**config.mk**
```make
export PLATFORM = sky130hd
export DESIGN_NAME = irq_vector_unit
export DESIGN_NICKNAME = d
export VERILOG_FILES = /design/src/rtl/irq_pkg.sv /design/src/rtl/irq_edge_latch.sv /design/src/rtl/irq_ctl_regs.sv /design/src/rtl/irq_prio_sel.sv /design/src/rtl/irq_vector_unit.sv
export SDC_FILE = /design/constraint.sdc
export NUM_CORES = 1
export LEC_CHECK = 0
export CAP_MARGIN = 10
export CORE_UTILIZATION = 29
export CTS_CLUSTER_SIZE = 12
export DETAILED_ROUTE_END_ITERATION = 7
export MAX_ROUTING_LAYER = met4
export PLACE_DENSITY = 0.76
export SYNTH_ARGS = -nofsm -noshare
export SYNTH_HDL_FRONTEND = slang
export SYNTH_SLANG_ARGS = --single-unit
export TNS_END_PERCENT = 5
```
**constraint.sdc**
```tcl
create_clock -name clk -period 0.85 [get_ports clk]
set_input_delay 0.085 -clock clk [delete_from_list [all_inputs] [get_ports clk]]
set_output_delay 0.085 -clock clk [all_outputs]
set_load 0.03 [all_outputs]
```
**src/rtl/irq_pkg.sv**
```systemverilog
package irq_pkg;

    parameter int VEC_W   = 16;
    parameter int N_MASK  = 3;
    parameter int WORD_W  = 8;

    localparam int RST_SHIFT = 3;

    typedef logic [VEC_W-1:0] vec_t;

    typedef enum logic [2:0] {
        SRC_NONE,
        SRC_TRAP,
        SRC_HI,
        SRC_MID,
        SRC_LOW,
        SRC_NV
    } src_e;

    // control word written by the core
    typedef struct packed {
        logic              sdata;
        logic              sdata_en;
        logic              unused;
        logic              hi_clr;
        logic              mask_en;
        logic [N_MASK-1:0] mask;
    } ctl_word_t;

    // status word read by the core
    typedef struct packed {
        logic              sin;
        logic              pend_hi;
        logic              pend_mid;
        logic              pend_low;
        logic              ie;
        logic [N_MASK-1:0] mask;
    } stat_word_t;

    // restart address = (restart number in halves) * 4
    function automatic vec_t restart_addr(input int unsigned halves);
        return vec_t'(halves << (RST_SHIFT - 1));
    endfunction

    function automatic vec_t vector_of(input src_e s);
        case (s)
            SRC_TRAP: return restart_addr(9);
            SRC_HI:   return restart_addr(15);
            SRC_MID:  return restart_addr(13);
            SRC_LOW:  return restart_addr(11);
            default:  return '0;
        endcase
    endfunction

endpackage

```
**src/rtl/irq_edge_latch.sv**
```systemverilog
module irq_edge_latch
(
    input  logic clk,
    input  logic rst,
    input  logic sig_i,
    input  logic clr_i,
    output logic pend_o
);
    logic sig_q;
    logic rise;

    assign rise = sig_i & ~sig_q;

    always_ff @(posedge clk) begin
        if (rst) begin
            sig_q  <= 1'b0;
            pend_o <= 1'b0;
        end else begin
            sig_q  <= sig_i;
            pend_o <= rise | (pend_o & ~clr_i);
        end
    end
endmodule

```
**src/rtl/irq_ctl_regs.sv**
```systemverilog
module irq_ctl_regs
    import irq_pkg::*;
(
    input  logic              clk,
    input  logic              rst,
    input  logic              wr_i,
    input  ctl_word_t         wdata_i,
    input  logic              en_set_i,
    input  logic              en_clr_i,
    input  logic              accept_i,
    output logic [N_MASK-1:0] mask_o,
    output logic              ie_o,
    output logic              sout_o
);
    always_ff @(posedge clk) begin
        if (rst) begin
            mask_o <= '1;
            ie_o   <= 1'b0;
            sout_o <= 1'b0;
        end else begin
            if (wr_i && wdata_i.mask_en)
                mask_o <= wdata_i.mask;
            if (wr_i && wdata_i.sdata_en)
                sout_o <= wdata_i.sdata;
            if (accept_i || en_clr_i)
                ie_o <= 1'b0;
            else if (en_set_i)
                ie_o <= 1'b1;
        end
    end
endmodule

```
**src/rtl/irq_prio_sel.sv**
```systemverilog
module irq_prio_sel
    import irq_pkg::*;
(
    input  logic              trap_pend_i,
    input  logic              hi_pend_i,
    input  logic              mid_i,
    input  logic              low_i,
    input  logic              nv_i,
    input  logic [N_MASK-1:0] mask_i,
    input  logic              ie_i,
    output src_e              src_o
);
    logic [N_MASK-1:0] elig;

    // mask index: 0 low, 1 mid, 2 hi
    assign elig = {hi_pend_i, mid_i, low_i} & ~mask_i & {N_MASK{ie_i}};

    always_comb begin
        if (trap_pend_i)
            src_o = SRC_TRAP;
        else if (elig[2])
            src_o = SRC_HI;
        else if (elig[1])
            src_o = SRC_MID;
        else if (elig[0])
            src_o = SRC_LOW;
        else if (nv_i && ie_i)
            src_o = SRC_NV;
        else
            src_o = SRC_NONE;
    end
endmodule

```
**src/rtl/irq_vector_unit.sv**
```systemverilog
module irq_vector_unit
    import irq_pkg::*;
(
    input  logic              clk,
    input  logic              rst,
    input  logic              trap_i,
    input  logic              hi_edge_i,
    input  logic              mid_lvl_i,
    input  logic              low_lvl_i,
    input  logic              nv_req_i,
    input  logic              en_set_i,
    input  logic              en_clr_i,
    input  logic              ctl_wr_i,
    input  logic [WORD_W-1:0] ctl_wdata_i,
    input  logic              ser_in_i,
    input  logic              ack_i,
    output logic [WORD_W-1:0] status_o,
    output logic              ser_out_o,
    output logic              req_o,
    output logic              vectored_o,
    output logic [VEC_W-1:0]  vec_o,
    output logic              nv_ack_o
);
    ctl_word_t         cw;
    stat_word_t        sw;
    src_e              src;
    logic              accept;
    logic              trap_pend;
    logic              hi_pend;
    logic              trap_clr;
    logic              hi_clr;
    logic [N_MASK-1:0] mask;
    logic              ie;

    assign cw       = ctl_word_t'(ctl_wdata_i);
    assign accept   = ack_i && (src != SRC_NONE);
    assign trap_clr = accept && (src == SRC_TRAP);
    assign hi_clr   = (accept && (src == SRC_HI)) || (ctl_wr_i && cw.hi_clr);

    irq_edge_latch trap_lat_i (
        .clk    (clk),
        .rst    (rst),
        .sig_i  (trap_i),
        .clr_i  (trap_clr),
        .pend_o (trap_pend)
    );

    irq_edge_latch hi_lat_i (
        .clk    (clk),
        .rst    (rst),
        .sig_i  (hi_edge_i),
        .clr_i  (hi_clr),
        .pend_o (hi_pend)
    );

    irq_ctl_regs regs_i (
        .clk      (clk),
        .rst      (rst),
        .wr_i     (ctl_wr_i),
        .wdata_i  (cw),
        .en_set_i (en_set_i),
        .en_clr_i (en_clr_i),
        .accept_i (accept),
        .mask_o   (mask),
        .ie_o     (ie),
        .sout_o   (ser_out_o)
    );

    irq_prio_sel sel_i (
        .trap_pend_i (trap_pend),
        .hi_pend_i   (hi_pend),
        .mid_i       (mid_lvl_i),
        .low_i       (low_lvl_i),
        .nv_i        (nv_req_i),
        .mask_i      (mask),
        .ie_i        (ie),
        .src_o       (src)
    );

    always_comb begin
        sw.sin      = ser_in_i;
        sw.pend_hi  = hi_pend;
        sw.pend_mid = mid_lvl_i;
        sw.pend_low = low_lvl_i;
        sw.ie       = ie;
        sw.mask     = mask;
    end

    assign status_o   = sw;
    assign req_o      = (src != SRC_NONE);
    assign vectored_o = req_o && (src != SRC_NV);
    assign vec_o      = vector_of(src);
    assign nv_ack_o   = ack_i && (src == SRC_NV);
endmodule

```
Word level (Yosys, flattened, before mapping). Cells that the tools add are included.

Word-level logic and storage cells: 45. RAM bits: 0. Memories: 0. Output and inout port bits: 28. Flip-flop bits (word level): 9. Bits in latches: 0. ROM bits: 0.

Add/sub/neg operators: 0. Equal/unequal tests: 6. Muxes and demuxes: 6. $lt $le $gt $ge: 0. Bitwise operators: 13. Divide/modulo/power cells: 0. Shift-type cells: 0. Multiply operators: 0. Reduce and logical (&&, ||, !) cells: 13.

Operator list (number): $pmux W6 S4 (1); $mux W3 (5); $logic_and A1 B1 Y1 (9); $and A3 B3 Y3 (2); $eq A3 B2 Y1 const B (2); $eq A3 B3 Y1 const B (2); $and A1 B1 Y1 (4); $not A1 Y1 (4); $eq A3 B1 Y1 const B (1); $ne A3 B3 Y1 const B (1); $not A3 Y3 (1); $reduce_bool A3 Y1 (1); $logic_or A1 B1 Y1 (2); $or A1 B1 Y1 (2); $reduce_or A2 Y1 (1).

Longest topological paths before layout.
Depth after elaboration: 14. Mapped depth: 4. Gate-level depth less buffers: 3.

Hierarchy. Synthesis repeated with hierarchy kept, for this count alone.

Cell total of the unflattened synthesis: 74. Area total of the unflattened synthesis: 653.1 um^2.

By module, submodules not included: irq_vector_unit (cells an instance 33, instances 1, area each 255.2 um^2, seq. area each 0.0 um^2); irq_ctl_regs (cells an instance 17, instances 1, area each 178.9 um^2, seq. area each 100.1 um^2); irq_edge_latch (cells an instance 6, instances 2, area each 67.6 um^2, seq. area each 40.0 um^2); irq_prio_sel (cells an instance 12, instances 1, area each 83.8 um^2, seq. area each 0.0 um^2).

Least setup slack after synthesis. Ideal clock, no wire load.

Path kind: flip-flop to output port. Start: reg regs_i.mask_o[2]. End: out nv_ack_o. Path buffers: 0. Data required time: 0.765 ns. Data arrival time: 1.461 ns. Stages on the path, launching flop included: 4. Slack: -0.696 ns. Cell sequence: dfxtp_1 -> nand2b_4 -> nand3_2 -> nor4_2.

Longest elaborated chain between the ends: 7.

RTL lines: start, declared (RTL line irq_ctl_regs.sv:11) `output logic [N_MASK-1:0] mask_o,`; start signal, assigned (RTL line irq_ctl_regs.sv:22) `mask_o <= wdata_i.mask;`; $not A3 Y3 (RTL line irq_prio_sel.sv:16) `assign elig = {hi_pend_i, mid_i, low_i} & ~mask_i & {N_MASK{ie_i}};`; $and A3 B3 Y3 (2 in series) (RTL line irq_prio_sel.sv:16); $mux W3 (RTL line irq_prio_sel.sv:21) `else if (elig[2])`; $mux W3 (RTL line irq_prio_sel.sv:19) `if (trap_pend_i)`; $eq A3 B3 Y1 (RTL line irq_vector_unit.sv:93) `assign nv_ack_o = ack_i && (src == SRC_NV);`; $logic_and A1 B1 Y1 (RTL line irq_vector_unit.sv:93); end, declared (RTL line irq_vector_unit.sv:22) `output logic nv_ack_o`.

Every way passes these cells.

Worst setup path in the final report.
Start: reg regs_i.mask_o[1]. End: out vec_o[3].

Longest elaborated chain between the ends: 8. Elaborated cells on any way between the ends: 11. Those cells by class: 4 x eq/ne; 4 x mux; 3 x bitwise.

RTL lines: $not A3 Y3 (*) (RTL line irq_prio_sel.sv:16); $and A3 B3 Y3 (*) (2 in series) (RTL line irq_prio_sel.sv:16); $mux W3 (*) (RTL line irq_prio_sel.sv:23) `else if (elig[1])`; $mux W3 (*) (RTL line irq_prio_sel.sv:21); $mux W3 (*) (RTL line irq_prio_sel.sv:19); $eq A3 B3 Y1, or another cell as far along (RTL line irq_pkg.sv:46) `case (s)`; $pmux W6 S4 (*) (RTL line irq_pkg.sv:46); end, declared (RTL line irq_vector_unit.sv:21) `output logic [VEC_W-1:0] vec_o,`.

Mark *: on every way between the ends. The rest lies on a longest branch, timed or not.

==> results_dict.tcl <==
set metrics [dict create \
    syn_to_final_growth_pct 85.7 \
    outcome "complete, but fails checks" \
    num_vias 612 \
    synth_top_area_cell "dfxtp_1" \
    dp_slack_ns -0.463 \
    diodes 0 \
    grt.total_usage 0.133 \
    irDropWorstVdd_mv 0.661 \
    synth-seq-cells 9 \
    wire_per_inst_um 9.80 \
    drv_slew 0 \
    p_comb_frac 0.409 \
    cts_max_level 1 \
    fp.dieH_um 47.7 \
    netSwitchingPower_mw 0.446 \
    finalInstanceArea_um2 1120 \
    fin_util 0.573 \
    clk_pin_slew_worst_paths_ns 0.06 \
    power.internal_mw 0.894 \
    critical_path_class "flop to primary output" \
    syn_inst 70 \
    die_area_um2 2270 \
    power_frac_seq 0.349 \
    grt_pass1_wl_um 1990 \
    ys_seq_area_frac 0.298 \
    setup.worst_path.start_class "flop" \
    cts_tree "done" \
    arrival_ns 1.19 \
    antenna_found_initial 0 \
    clockBufferDepth 2 \
    setup_ws_ns -0.421 \
    fin_crit_sh 1.50 \
    ctsRootBufferMaster "clkbuf_4" \
    final_common_cell "buf_6" \
    grt_pass1_vias 514 \
    cap_violations 0 \
    syn_area_per_cell_um2 8.65 \
    first_pass_iters 3 \
    setup_tns_ns -3.54 \
    power.share.clock 0.242 \
    ys_types 25 \
    hold_path_class "input port to primary output" \
    failed_checks "setup timing" \
    ys_top_cells_by_area "dfxtp_1, buf_4, nand2b_4, a211o_1, nor4_2" \
    routed_via_density 4.31 \
    dr.first_iter.drc_count 1 \
    p_leak_nw 0.548 \
    numCtsBuffers 3 \
    gp_congestion 0.774 \
    yosys_warnings 0 \
    fin_crit_ns 1.27 \
    drive_gt1_frac 0.478 \
    synth_top_area_frac 0.298 \
    max_clock_freq_mhz 787 \
    crit_path_end_kind "primary output" \
    io_pins 48 \
    clock_latency_ns 0.26 \
    setup_violations 14 \
    path_max_fanout 4 \
    p_sw_frac 0.333 \
    power_mw 1.34 \
    crit_required_ns 0.76 \
    placed_cell_area_um2 962 \
    skew_ns 0.00700 \
    portBuffers 32 \
    synth_area_um2 606 \
    rsz0062_at_grt "yes" \
    die_w_um 47.7 \
    final-hold-violation-count 0 \
    nets 136 \
    antenna_left 0 \
    start_util 0.309 \
    core_um2 1960 \
    grt_max_degree 7 \
    r2r_slack_ns -0.18 \
    drc 0 \
    layout_common_cells "buf_6, clkdlybuf4s50_1, conb_1, buf_4, nand2_1" \
    routed_wl_um 1390 \
    post-dp-hpwl_um 1120 \
    placementRows 16 \
    cts_num_sinks 9 \
    powerDensity_nw_per_um2 1190 \
    grt.overflow.total 0 \
]
[cells in the mapped netlist]
| master | n |
|---|---|
| a41oi_2 | 1 |
| nand3b_1 | 1 |
| nor4_2 | 2 |
| buf_4 | 18 |
| a21o_1 | 3 |
| nand2b_4 | 2 |
| o2bb2ai_1 | 1 |
| nor3_1 | 1 |
| nand4_1 | 1 |
| nor2_1 | 1 |
| inv_1 | 4 |
| buf_2 | 1 |
| nand3_1 | 1 |
| o21ai_0 | 1 |
| nand2b_2 | 1 |
| conb_1 | 1 |
| nand3_2 | 1 |
| and3_1 | 3 |
| a211o_1 | 3 |
| a21oi_1 | 3 |
| nand2_1 | 6 |
| dfxtp_1 | 9 |
| a22oi_1 | 1 |
| nand2b_1 | 2 |
| nor2b_1 | 2 |
[flip-flops by register name (all words and copies together), names as in the netlist]
name	count
hi_lat_i.pend_o	1
regs_i.sout_o	1
trap_lat_i.sig_q	1
hi_lat_i.sig_q	1
regs_i.ie_o	1
trap_lat_i.pend_o	1
regs_i.mask_o	3
[what timing repair did]
action / in CTS / in global routing
setup buffers: 1 / 1
pin swaps: 8 / 1
resized for setup: 27 / 9
hold buffers: 0 / 0
endpoints found under the setup margin: 20 / 18
[final timing paths]
check                                to  cells after the start                          start
max                            vec_o[3]                      5  regs_i.mask_o[1]$_SDFFE_PP1P_
min reg2reg  regs_i.sout_o$_SDFFE_PP0P_                      2     regs_i.sout_o$_SDFFE_PP0P_
max reg2reg    regs_i.ie_o$_SDFFE_PP0P_                      4  regs_i.mask_o[2]$_SDFFE_PP1P_
min                         status_o[7]                      0                       ser_in_i
[area by class of cell]
class	instances	area [µm²]
clock buffers	4	26.3
fillers	195	837
inverters	4	15.0
multi-input cells	49	375
flip-flops and latches	9	190
well taps	27	33.8
repair buffers	49	484
[stage by stage]
step	hold slack [ns]	cells
floorplan	0.156	81
global placement	0.170	136
detailed placement	0.170	136
CTS	0.170	141
global route	0.170	142
finish	0.170	142
[power groups by stage]
stage | Clock, mW | Sequential (mW) | Combinational, mW
6_report | 0.324 | 0.467 | 0.548
4_1_cts | 0.337 | 0.467 | 0.530
5_1_grt | 0.358 | 0.469 | 0.584
3_5_place_dp | 0 | 0.472 | 0.484
3_3_place_gp | 0 | 0.471 | 0.479
2_1_floorplan | 0 | 0.503 | 0.305
[cells by family after synthesis]
| family | share of synthesized area |
|---|---|
| AO/OA/AOI/OAI | 0.167 |
| buffers and inverters | 0.256 |
| flip-flops | 0.298 |
| other | 0.00619 |
| AND/OR/NAND/NOR | 0.273 |
[critical path, stage by stage, from the launching register on]
cell      delay (ns)
dfxtp_2         0.32
nand2b_4        0.15
buf_6           0.11
nand2b_4        0.05
a21oi_4         0.15
buf_6           0.14
[per-layer routing]
| metal | part of all wire | global-route usage | routed length [µm] | up-vias |
|---|---|---|---|---|
| li1 | - | - | - | 299 |
| met1 | 0.37 | 0.137 | 511 | 281 |
| met2 | 0.56 | 0.224 | 775 | 28 |
| met3 | 0.052 | 0.0226 | 72 | 4 |
| met4 | 0.022 | 0.100 | 31 | 0 |
| met5 | 0 | - | 0 | - |
No activity file was read; power rests on OpenSTA's default activity.
